<file path="src/rtl/fp_status_acc.sv">
module fp_status_acc #(
  parameter int NFLAG = 5,
  parameter int RW    = 2,
  localparam int NMODE = 1 << RW
) (
  input  logic             clk,
  input  logic             rst_n,
  input  logic             op_start,
  input  logic             op_end,
  input  logic [RW-1:0]    rnd_field,
  input  logic [NFLAG-1:0] flag_raise,
  input  logic             sw_wr_sticky,
  input  logic [NFLAG-1:0] sw_sticky_data,
  input  logic             sw_wr_enable,
  input  logic [NFLAG-1:0] sw_enable_data,
  output logic [NMODE-1:0] rnd_onehot,
  output logic [NFLAG-1:0] sticky,
  output logic [NFLAG-1:0] enable,
  output logic             trap_req,
  output logic [NFLAG-1:0] trap_cause
);

  logic [NFLAG-1:0] pend;
  logic [NFLAG-1:0] merged;
  logic [NFLAG-1:0] fresh;

  assign merged = pend | flag_raise;
  assign fresh  = merged & ~sticky;

  always_ff @(posedge clk) begin
    if (!rst_n) begin
      pend <= '0;
    end else if (op_start || op_end) begin
      pend <= '0;
    end else begin
      pend <= merged;
    end
  end

  always_ff @(posedge clk) begin
    if (!rst_n) begin
      rnd_onehot <= NMODE'(1);
    end else if (op_start) begin
      rnd_onehot <= NMODE'(1) << rnd_field;
    end
  end

  always_ff @(posedge clk) begin
    if (!rst_n) begin
      sticky <= '0;
    end else if (sw_wr_sticky) begin
      sticky <= sw_sticky_data;
    end else if (op_end) begin
      sticky <= sticky | merged;
    end
  end

  always_ff @(posedge clk) begin
    if (!rst_n) begin
      enable <= '0;
    end else if (sw_wr_enable) begin
      enable <= sw_enable_data;
    end
  end

  always_ff @(posedge clk) begin
    if (!rst_n) begin
      trap_cause <= '0;
      trap_req   <= 1'b0;
    end else if (op_end) begin
      trap_cause <= fresh & enable;
      trap_req   <= |(fresh & enable);
    end else begin
      trap_cause <= '0;
      trap_req   <= 1'b0;
    end
  end

endmodule


</file>
<file path="config.mk">
export PLATFORM = sky130hd
export DESIGN_NAME = fp_status_acc
export DESIGN_NICKNAME = d
export VERILOG_FILES = /design/src/rtl/fp_status_acc.sv
export SDC_FILE = /design/constraint.sdc
export NUM_CORES = 1
export LEC_CHECK = 0
export ABC_AREA = 1
export BUFFER_PORTS_ARGS = -buffer_cell sky130_fd_sc_hd__buf_4
export CORE_MARGIN = 2
export CORE_UTILIZATION = 45
export DETAILED_ROUTE_END_ITERATION = 6
export PLACE_DENSITY = 0.87
export SYNTH_ARGS = -nofsm -noshare
export SYNTH_HDL_FRONTEND = slang
export SYNTH_SLANG_ARGS = --single-unit
</file>
<file path="constraint.sdc">
create_clock -name clk -period 1.79 [get_ports clk]
set_input_delay 0.358 -clock clk [delete_from_list [all_inputs] [get_ports clk]]
set_output_delay 0.358 -clock clk [all_outputs]
set_load 0.01 [all_outputs]
</file>
==> flow_metrics.py <==
metrics = {
    "clock_network": {
        "holdBufCountCts": 0,
        "post-cts-setup-buffer-count": 0,
        "clk_pin_slew_ns": 0.13,
        "postCtsResizedCells": 0,
        "clk_latency_ns": 0.33,
        "cts_tree": "built",
        "cts.htree.levels": 1,
        "cts_made_buffers": 3,
        "clockBufferDepth": 2,
        "clockRootBuffer": "clkbuf_4",
        "cts.sinks": 25,
    },
    "logic_synthesis": {
        "ys_types": 12,
        "synth_sequential_area_ratio_pct": 55.2,
        "synth_seq_cells": 25,
        "synthesis.nets": 141,
        "synth_cells": 118,
        "netlist.area_leader.share_pct": 55.2,
        "netlist_area_sq_um": 907,
        "yosys-top-cells-area": "dfxtp_1 (55%), a21oi_1 (8.3%), inv_1 (8.3%)",
        "yosysWarnings": 0,
        "synth_area_per_cell_sq_um": 7.69,
        "synth_area_leader_cell": "dfxtp_1",
    },
    "outcome": {
        "status": "complete, no violations",
    },
    "power_and_ir_drop": {
        "p_per_area_nw_per_um2": 802,
        "irDropWorstVdd_v": 0.000550,
        "power_mw": 1.02,
        "p_leak_nw": 0.634,
    },
    "route": {
        "wl_met1_um": 877,
        "drt_wl_total_um": 2010,
        "met3WireLength_um": 178,
        "postRouteAntennaNets": 0,
        "viasPerCell": 4.72,
        "wire_per_inst_um": 10.6,
        "detailedRoute.firstIterationViolations": 9,
        "vias": 896,
        "wl_met2_um": 913,
        "top_layer": "met4",
        "drc": 0,
        "firstDrtPassIters": 4,
    },
    "critical_path": {
        "arrival_ns": 0.85,
        "cp_cell_sequence": "buf_4",
        "path_buf_inv": 1,
        "cp-start-kind": "register",
        "cp.required_ns": 1.43,
        "slowest_stage": "dfxtp_1",
        "crit_path_max_incr_delay_ns": 0.39,
        "cp-end-kind": "primary output",
        "crit_start": "enable[3]",
        "critical_path.top_delay_family": "flip-flops",
        "crit_type": "reg -> out",
        "regToRegStartpoint": "pend[4]",
        "cp_max_fo": 3,
    },
    "placed_design": {
        "pre_cts_ws_ns": 0.764,
        "dpl_cell_area_sq_um": 1240,
        "dp_hpwl_um": 1630,
        "gp_congestion": 0.753,
        "portBuffers": 42,
        "post-place-cells": 186,
    },
    "global_route": {
        "overflow": 0,
        "grt_pass1_wl_um": 3400,
        "antenna_found_initial": 0,
        "grt_pass1_vias": 823,
        "grt_usage_pct": 18.5,
        "grt_start_max_net_pins": 16,
    },
    "finish": {
        "finish.instance_area_sq_um": 1270,
        "antenna_cells": 0,
        "layout.cells.non_filler": 190,
        "postLayoutCoreUtil_pct": 66.3,
        "layout_common_cells": "buf_4 (42), dfxtp_1 (25), inv_1 (20), nand2_1 (20), nor2_1 (19)",
        "syn_to_final_growth_pct": 40.6,
        "final_nets": 187,
        "layout_commonest_cell": "buf_4",
        "drive_gt1_share_pct": 28.8,
    },
    "worst_hold_path": {
        "worstHoldStart": "rnd_field[1]",
        "hp-class": "in -> reg",
    },
    "floorplan": {
        "ios": 43,
        "die_area_sq_um": 2390,
        "core_area_sq_um": 1920,
        "initial_utilization_pct": 47.2,
        "die_h_um": 48.9,
        "core.rowCount": 16,
        "die_w_um": 48.9,
    },
    "sta": {
        "final-setup-viol-count": 0,
        "rsz0062_at_grt": "no",
        "period_needed_ns": 1.21,
        "tns_ns": 0,
        "setup_slack_ns": 0.581,
        "max_slew_margin_pct": 85.5,
        "fmax_ghz": 0.827,
        "worst_pin_slew_ns": 0.218,
        "final_max_slew_viol_count": 0,
        "skew_ns": 0.00192,
        "hold_viol": 0,
        "hold_slack_ns": 0.216,
        "fin_crit_sh_pct": 67.6,
    },
    "job": {
        "cap_violations": 0,
    },
}
report_power, final:
part | internal (mW) | leakage (nW) | total [mW] | switching, mW
registers | 0.584 | 0.206 | 0.598 | 0.0142
clock network | 0.0857 | 0.0139 | 0.260 | 0.175
logic | 0.0830 | 0.415 | 0.163 | 0.0803
cell type report:
type,count,area [sq um]
Inverter,20,75.1
Timing Repair Buffer,42,315
Clock inverter,1,7.51
Clock buffer,3,22.5
Tap cell,27,33.8
Sequential cell,25,500
Multi-Input combinational cell,72,320
Fill cell,180,647
worst paths after layout:
kind,to,slack [ns],cells after the start
max reg2reg,trap_req,0.93,6
max,enable[3],0.58,1
min reg2reg,pend[1],0.47,2
min,rnd_onehot[0],0.22,2
cell usage after synthesis (all sizes together):
master and instances:
a31oi 2, nand3 5, buf 1, dfxtp 25, o31ai 1, o21ai 10, a21oi 15, inv 20
nand2 20, nor2 19
state kept, by name (all words and copies together) (netlist names):
signal,flops
enable,5
pend,5
rnd_onehot,4
sticky,5
trap_cause,5
trap_req,1
logic make-up after synthesis:
| logic type | after synthesis | synth area share (%) |
|---|---|---|
| AO/OA/AOI/OAI | 28 | 16.4 |
| buffers and inverters | 21 | 9.52 |
| flip-flops | 25 | 55.2 |
| AND/OR/NAND/NOR | 44 | 18.9 |
layer usage:
layer  vias to the layer above  global-route usage [%]
met5                         -                       0
met4                         0                    8.57
met1                       393                    21.4
li1                        458                       -
met2                        40                    31.3
met3                         5                    5.52
No activity file was read; power rests on OpenSTA's default activity.
